--- src/rtl/stat_bank_pkg.sv ---
package stat_bank_pkg;

    typedef enum logic [1:0] {
        FZ_RUN   = 2'd0,
        FZ_HOLD  = 2'd1,
        FZ_FLUSH = 2'd2
    } fz_state_e;

    localparam int MODE_CLR_RX  = 0;
    localparam int MODE_CLR_TX  = 1;
    localparam int MODE_FREEZE  = 2;

endpackage

--- src/rtl/stat_freeze_fsm.sv ---
module stat_freeze_fsm
    import stat_bank_pkg::*;
(
    input  logic clk,
    input  logic rst_n,
    input  logic mode_we,
    input  logic freeze_bit,
    input  logic any_fill,
    output logic hold_o,
    output logic flush_o
);

    fz_state_e state_q, state_d;

    always_ff @(posedge clk) begin
        if (!rst_n) state_q <= FZ_RUN;
        else        state_q <= state_d;
    end

    always_comb begin
        state_d = state_q;
        unique case (state_q)
            FZ_RUN, FZ_FLUSH: begin
                if (mode_we && freeze_bit) state_d = FZ_HOLD;
                else                       state_d = FZ_RUN;
            end
            FZ_HOLD: begin
                if (any_fill || (mode_we && !freeze_bit)) state_d = FZ_FLUSH;
                else                                      state_d = FZ_HOLD;
            end
            default: state_d = FZ_RUN;
        endcase
    end

    always_comb begin
        hold_o  = (state_q == FZ_HOLD);
        flush_o = (state_q == FZ_FLUSH);
    end

    // the drain lasts exactly one cycle
    a_r4_flush_single: assert property (@(posedge clk) disable iff (!rst_n)
        flush_o |=> !flush_o);

    // a filling queue ends the freeze at the next edge
    a_r5_fill_releases: assert property (@(posedge clk) disable iff (!rst_n)
        (hold_o && any_fill) |=> flush_o);

    // with no write and no fill the freeze persists
    a_r3_hold_persists: assert property (@(posedge clk) disable iff (!rst_n)
        (hold_o && !any_fill && !mode_we) |=> hold_o);

endmodule

--- src/rtl/stat_evq.sv ---
module stat_evq #(
    parameter int DEPTH = 4,
    parameter int QW    = $clog2(DEPTH + 1)
) (
    input  logic          clk,
    input  logic          rst_n,
    input  logic          hold_i,
    input  logic          ev_i,
    input  logic          clr_i,
    output logic [QW-1:0] occ_o,
    output logic          fill_o
);

    logic [QW-1:0] occ_q;

    always_ff @(posedge clk) begin
        if (!rst_n)      occ_q <= '0;
        else if (clr_i)  occ_q <= '0;
        else if (hold_i) occ_q <= occ_q + QW'(ev_i);
        else             occ_q <= '0;
    end

    assign occ_o  = occ_q;
    assign fill_o = hold_i && ev_i && !clr_i && (occ_q == QW'(DEPTH - 1));

    // occupancy never exceeds the queue depth
    a_r5_occ_bound: assert property (@(posedge clk) disable iff (!rst_n)
        occ_q <= QW'(DEPTH));

    // outside a freeze the queue is left empty
    a_r4_empty_after_drain: assert property (@(posedge clk) disable iff (!rst_n)
        !hold_i |=> (occ_q == '0));

endmodule

--- src/rtl/stat_counter.sv ---
module stat_counter #(
    parameter int CW = 16,
    parameter int QW = 3
) (
    input  logic          clk,
    input  logic          rst_n,
    input  logic          ev_i,
    input  logic          hold_i,
    input  logic          flush_i,
    input  logic          clr_i,
    input  logic          wr_i,
    input  logic [CW-1:0] wdata_i,
    input  logic [QW-1:0] pend_i,
    output logic [CW-1:0] cnt_o
);

    logic [CW-1:0] cnt_q, cnt_d, base, inc, drain;

    always_comb begin
        base  = wr_i ? wdata_i : cnt_q;
        inc   = CW'(ev_i && !hold_i);
        drain = flush_i ? CW'(pend_i) : '0;
        cnt_d = clr_i ? '0 : (base + inc + drain);
    end

    always_ff @(posedge clk) begin
        if (!rst_n) cnt_q <= '0;
        else        cnt_q <= cnt_d;
    end

    assign cnt_o = cnt_q;

    // a group clear leaves the counter at zero
    a_r6_clear_zero: assert property (@(posedge clk) disable iff (!rst_n)
        clr_i |=> (cnt_q == '0));

    // a frozen counter stays put unless written or cleared
    a_r3_frozen_stable: assert property (@(posedge clk) disable iff (!rst_n)
        (hold_i && !wr_i && !clr_i) |=> $stable(cnt_q));

    // a write in RUN loads the data plus a same-cycle event
    a_r8_write_plus_event: assert property (@(posedge clk) disable iff (!rst_n)
        (wr_i && !clr_i && !hold_i && !flush_i) |=>
        (cnt_q == $past(wdata_i) + CW'($past(ev_i))));

endmodule

--- src/rtl/stat_ctr_bank.sv ---
module stat_ctr_bank
    import stat_bank_pkg::*;
#(
    parameter int N_TX  = 2,
    parameter int N_RX  = 2,
    parameter int CW    = 16,
    parameter int DEPTH = 4,
    parameter int AW    = 4
) (
    input  logic                 clk,
    input  logic                 rst_n,
    input  logic [N_TX+N_RX-1:0] ev_i,
    input  logic                 host_we,
    input  logic [AW-1:0]        host_addr,
    input  logic [CW-1:0]        host_wdata,
    output logic [CW-1:0]        host_rdata
);

    localparam int N  = N_TX + N_RX;
    localparam int QW = $clog2(DEPTH + 1);

    logic          mode_we, clr_tx, clr_rx, hold, flush, any_fill;
    logic [N-1:0]  grp_clr, cnt_wr, fill;
    logic [QW-1:0] pend [N];
    logic [CW-1:0] cnt  [N];

    assign mode_we  = host_we && (host_addr == '0);
    assign clr_tx   = mode_we && host_wdata[MODE_CLR_TX];
    assign clr_rx   = mode_we && host_wdata[MODE_CLR_RX];
    assign any_fill = |fill;

    stat_freeze_fsm u_fsm (
        .clk        (clk),
        .rst_n      (rst_n),
        .mode_we    (mode_we),
        .freeze_bit (host_wdata[MODE_FREEZE]),
        .any_fill   (any_fill),
        .hold_o     (hold),
        .flush_o    (flush)
    );

    for (genvar i = 0; i < N; i++) begin : g_ctr
        if (i < N_TX) begin : g_tx
            assign grp_clr[i] = clr_tx;
        end else begin : g_rx
            assign grp_clr[i] = clr_rx;
        end
        assign cnt_wr[i] = host_we && (host_addr == AW'(i + 1));

        stat_evq #(.DEPTH(DEPTH), .QW(QW)) u_q (
            .clk    (clk),
            .rst_n  (rst_n),
            .hold_i (hold),
            .ev_i   (ev_i[i]),
            .clr_i  (grp_clr[i]),
            .occ_o  (pend[i]),
            .fill_o (fill[i])
        );

        stat_counter #(.CW(CW), .QW(QW)) u_cnt (
            .clk     (clk),
            .rst_n   (rst_n),
            .ev_i    (ev_i[i]),
            .hold_i  (hold),
            .flush_i (flush),
            .clr_i   (grp_clr[i]),
            .wr_i    (cnt_wr[i]),
            .wdata_i (host_wdata),
            .pend_i  (pend[i]),
            .cnt_o   (cnt[i])
        );
    end

    always_comb begin
        host_rdata = '0;
        if (host_addr == '0) host_rdata[MODE_FREEZE] = hold;
        for (int i = 0; i < N; i++) begin
            if (host_addr == AW'(i + 1)) host_rdata = cnt[i];
        end
    end

    // both group clears in one write reach every counter at the same edge
    a_r6_dual_clear: assert property (@(posedge clk) disable iff (!rst_n)
        (clr_tx && clr_rx) |=> (cnt[0] == '0 && cnt[N-1] == '0));

    // a clear that coincides with a release leaves the cleared queue empty
    a_r7_clear_drops_queue: assert property (@(posedge clk) disable iff (!rst_n)
        (hold && clr_rx && !host_wdata[MODE_FREEZE]) |=> (flush && pend[N-1] == '0));

endmodule

--- config.mk ---
export PLATFORM = sky130hd
export DESIGN_NAME = stat_ctr_bank
export DESIGN_NICKNAME = d
export VERILOG_FILES = /design/src/rtl/stat_bank_pkg.sv /design/src/rtl/stat_freeze_fsm.sv /design/src/rtl/stat_evq.sv /design/src/rtl/stat_counter.sv /design/src/rtl/stat_ctr_bank.sv
export SDC_FILE = /design/constraint.sdc
export NUM_CORES = 1
export LEC_CHECK = 0
export CORE_MARGIN = 2
export CORE_UTILIZATION = 61
export DETAILED_ROUTE_END_ITERATION = 8
export DONT_BUFFER_PORTS = 1
export MAX_ROUTING_LAYER = met4
export PLACE_DENSITY = 0.77
export SLEW_MARGIN = 15
export SYNTH_ARGS = -nofsm -noshare
export SYNTH_HDL_FRONTEND = slang
export SYNTH_SLANG_ARGS = --single-unit
--- constraint.sdc ---
create_clock -name clk -period 4.7 [get_ports clk]
set_input_delay 0.235 -clock clk [delete_from_list [all_inputs] [get_ports clk]]
set_output_delay 0.235 -clock clk [all_outputs]
set_load 0.005 [all_outputs]
==> flow_summary_export.csv <==
group,metric,value,unit
outcome,outcome,"finished clean",
routing,wl_met2,7880,µm
clock_network,cts_root_buf,"clkbuf_8",
clock_network,post-cts-setup-buffers,0,
synthesis,ys_ff_latch,78,
die,core.rowCount,35,
timing,skew,7.06,ps
timing,rsz0062_at_grt,"false",
synthesis,yosys_warnings,0,
timing,hold_viol,0,
grt,grt_usage,0.362,
worst_setup_path,reg2reg_to,"g_ctr[1].u_cnt.cnt_o[10]$_SDFF_PP0_",
grt,grt_max_degree,36,
worst_setup_path,required,4980,ps
die,die-area,10300,µm²
routing,drc,0,
routing,post_drt_wl_per_cell,21.1,µm
placed_design,place_congestion,0.975,
layout,finalNetCount,761,
clock_network,post_cts_resize_count,0,
worst_setup_path,worstSetupStartpoint,"u_fsm.state_q[1]$_SDFF_PN0_",
grt,grt_pass1_vias,5579,
synthesis,syn_nets,788,
routing,wl_met1,7110,µm
synthesis,synth_cells,737,
worst_setup_path,reg2reg_from,"u_fsm.state_q[1]$_SDFF_PN0_",
synthesis,synth-async-reset-ratio,0,
timing,timing.final.crit_share,0.703,
worst_setup_path,rrSetupSlack,1400,ps
clock_network,cts_tree,"yes",
grt,grt_pass1_wl,28300,µm
synthesis,yosysSeqAreaShare,0.270,
clock_network,clk_pin_slew,90,ps
routing,vias_per_cell,6.91,
die,initial_core_util,0.628,
timing,timing.fmax,303,MHz
layout,final_area,6000,µm²
layout,syn_to_final_growth,3.94,%
layout,final_common_cell,"nor2_1",
worst_setup_path,start_kind,"flop",
synthesis,yosys.area_share.simple,0.292,
synthesis,netlist_area,5770,µm²
routing,dr.pass1.iters,5,
clock_network,cts-htree-levels,3,
synthesis,synthMuxAreaShare,0.0800,
die,die_h,101,µm
synthesis,synth_fa_ha_area_frac,0.0624,
synthesis,ys_types,70,
worst_setup_path,cp-end-kind,"flop",
die,ios,43,
timing,fin_crit,3300,ps
power_and_ir_drop,power.density,235,nW/µm²
timing,setup_viol,0,
clock_network,numCtsBuffers,9,
worst_setup_path,reg2regPathDepth,8,
synthesis,synth_top_family_by_area,"simple AND/OR/NAND/NOR gates",
die,dieWidth,101,µm
synthesis,yosys_most_used_dff,"dfxtp_1",
grt,gr-total-overflow,0,
layout,final_cell_mix,"nor2_1 (84), dfxtp_1 (78), nand2_1 (74)",
placed_design,portBuffers,0,
routing,wl_met3,1650,µm
run,cap_violations,0,
synthesis,syn_area_per_cell,7.83,µm²
routing,route.antenna.remaining_nets,0,
worst_setup_path,critPathKind,"flop to flop",
worst_setup_path,arrival,3580,ps
power_and_ir_drop,leakage,2.25,nW
synthesis,synth_compound_area_frac,0.202,
placed_design,dp_hpwl,12800,µm
timing,final.setup.tns,0,ps
die,core,9200,µm²
clock_network,clock_latency,350,ps
clock_network,clk_path_buf_depth,2,
routing,vias,5703,
routing,drtIter0Drc,644,
synthesis,synth_xor_area_frac,0.0455,
synthesis,synth_edf_count,0,
placed_design,place_area,5780,µm²
grt,antenna_found_initial,0,
hold_path,hp-class,"primary input to flop",
power_and_ir_drop,ir_worst_vdd,0.000191,V
layout,drive_above_1_share,0.0868,
timing,relSlewSlack,0.300,
worst_setup_path,cp_max_fo,12,
timing,worstMarginPinSlew,1050,ps
clock_network,postCtsHoldBufs,0,
clock_network,clock-sinks,78,
routing,wl,17400,µm
layout,antennaDiodeCount,0,
worst_setup_path,crit_path_end,"g_ctr[1].u_cnt.cnt_o[10]$_SDFF_PP0_",
routing,top_layer_used,"met4",
timing,slew_viol_final,0,
==> worst max-delay path, cell delays in order, from the launching register on <==
cell and delay, ps:
dfxtp_1 340, nor2b_1 570, nand2_1 190, fa_1 490, fa_1 430, nor2b_1 410
nor2_1 230, or3_1 400, a31oi_1 170
==> cell families (layout without fill, tap and decap cells) <==
family                     after synthesis  count (layout)
and+or+nand+nor                        323             323
AOI/OAI and AO/OA                      172             172
DFF                                     78              78
buffers and inverters                   65              42
muxes                                   45              45
xor gates and xnor gates                30              30
adders and majority gates               24              24
==> synthesized netlist by cell type, types with 7 or more instances <==
library cell / count / area [µm²]
a21o_1: 8 / 60.1
nand2_1: 74 / 278
xnor2_1: 22 / 193
nand4_1: 13 / 81.3
mux2i_1: 36 / 360
a21oi_1: 46 / 230
a22oi_1: 18 / 135
mux2_2: 9 / 101
o21ai_0: 20 / 100
and2_1: 20 / 125
nor2_1: 84 / 315
nor4_1: 7 / 43.8
buf_2: 16 / 80.1
xor2_1: 8 / 70.1
inv_1: 18 / 67.6
a211oi_1: 13 / 97.6
or2_2: 10 / 62.6
and3_1: 19 / 119
dfxtp_1: 78 / 1560
fa_1: 8 / 160
nand3_1: 24 / 120
ha_1: 16 / 200
or3_1: 8 / 50.1
clkbuf_1: 28 / 105
nor3_1: 18 / 90.1
nor2b_1: 14 / 87.6
a31oi_1: 21 / 131
==> area by class of cell <==
| type | count | area, µm² |
|---|---|---|
| Tap cell | 111 | 139 |
| Inverter | 18 | 67.6 |
| Timing Repair Buffer | 9 | 67.6 |
| Clock buffer | 11 | 151 |
| Multi-Input combinational cell | 594 | 3940 |
| Clock inverter | 4 | 70.1 |
| Sequential cell | 78 | 1560 |
| Fill cell | 845 | 3200 |
==> flip-flops by register name, indices dropped and copies added (netlist names) <==
| register | flops |
|---|---|
| g_ctr.u_cnt.cnt_o | 64 |
| g_ctr.u_q.occ_o | 12 |
| u_fsm.state_q | 2 |
==> power breakdown <==
part / switching, mW / leakage [nW] / internal, mW
combinational: 0.0791 / 1.51 / 0.0499
clock: 0.266 / 0.115 / 0.324
sequential: 0.0144 / 0.631 / 0.676
==> how the worst min path moves through the flow <==
stage / from / to / cells after the start
2_1_floorplan: host_wdata[10] / g_ctr[1].u_cnt.cnt_o[10]$_SDFF_PP0_ / 2
3_3_place_gp: rst_n / u_fsm.state_q[1]$_SDFF_PN0_ / 2
3_5_place_dp: host_wdata[10] / g_ctr[1].u_cnt.cnt_o[10]$_SDFF_PP0_ / 2
4_1_cts: host_wdata[10] / g_ctr[1].u_cnt.cnt_o[10]$_SDFF_PP0_ / 2
5_1_grt: host_wdata[10] / g_ctr[1].u_cnt.cnt_o[10]$_SDFF_PP0_ / 2
6_report: host_wdata[10] / g_ctr[1].u_cnt.cnt_o[10]$_SDFF_PP0_ / 2
==> per-layer routing <==
| metal | vias to the layer above | global-route usage |
|---|---|---|
| li1 | 2615 | - |
| met1 | 2719 | 0.448 |
| met2 | 298 | 0.572 |
| met3 | 71 | 0.0614 |
| met4 | 0 | 0.175 |
| met5 | - | - |
==> per-stage QoR <==
step                setup WS [ps]  power [mW]   util  cells  hold slack (ps)
finish                       1400        1.41  0.653    825             27.0
global route                 1230        1.45  0.653    825             21.6
CTS                          1470        1.40  0.653    825             26.7
detailed placement           1220       0.832  0.628    810              392
global placement             1380       0.827  0.628    810              383
floorplan                    1290       0.813      -    737              379
No activity file was read; power rests on OpenSTA's default activity.
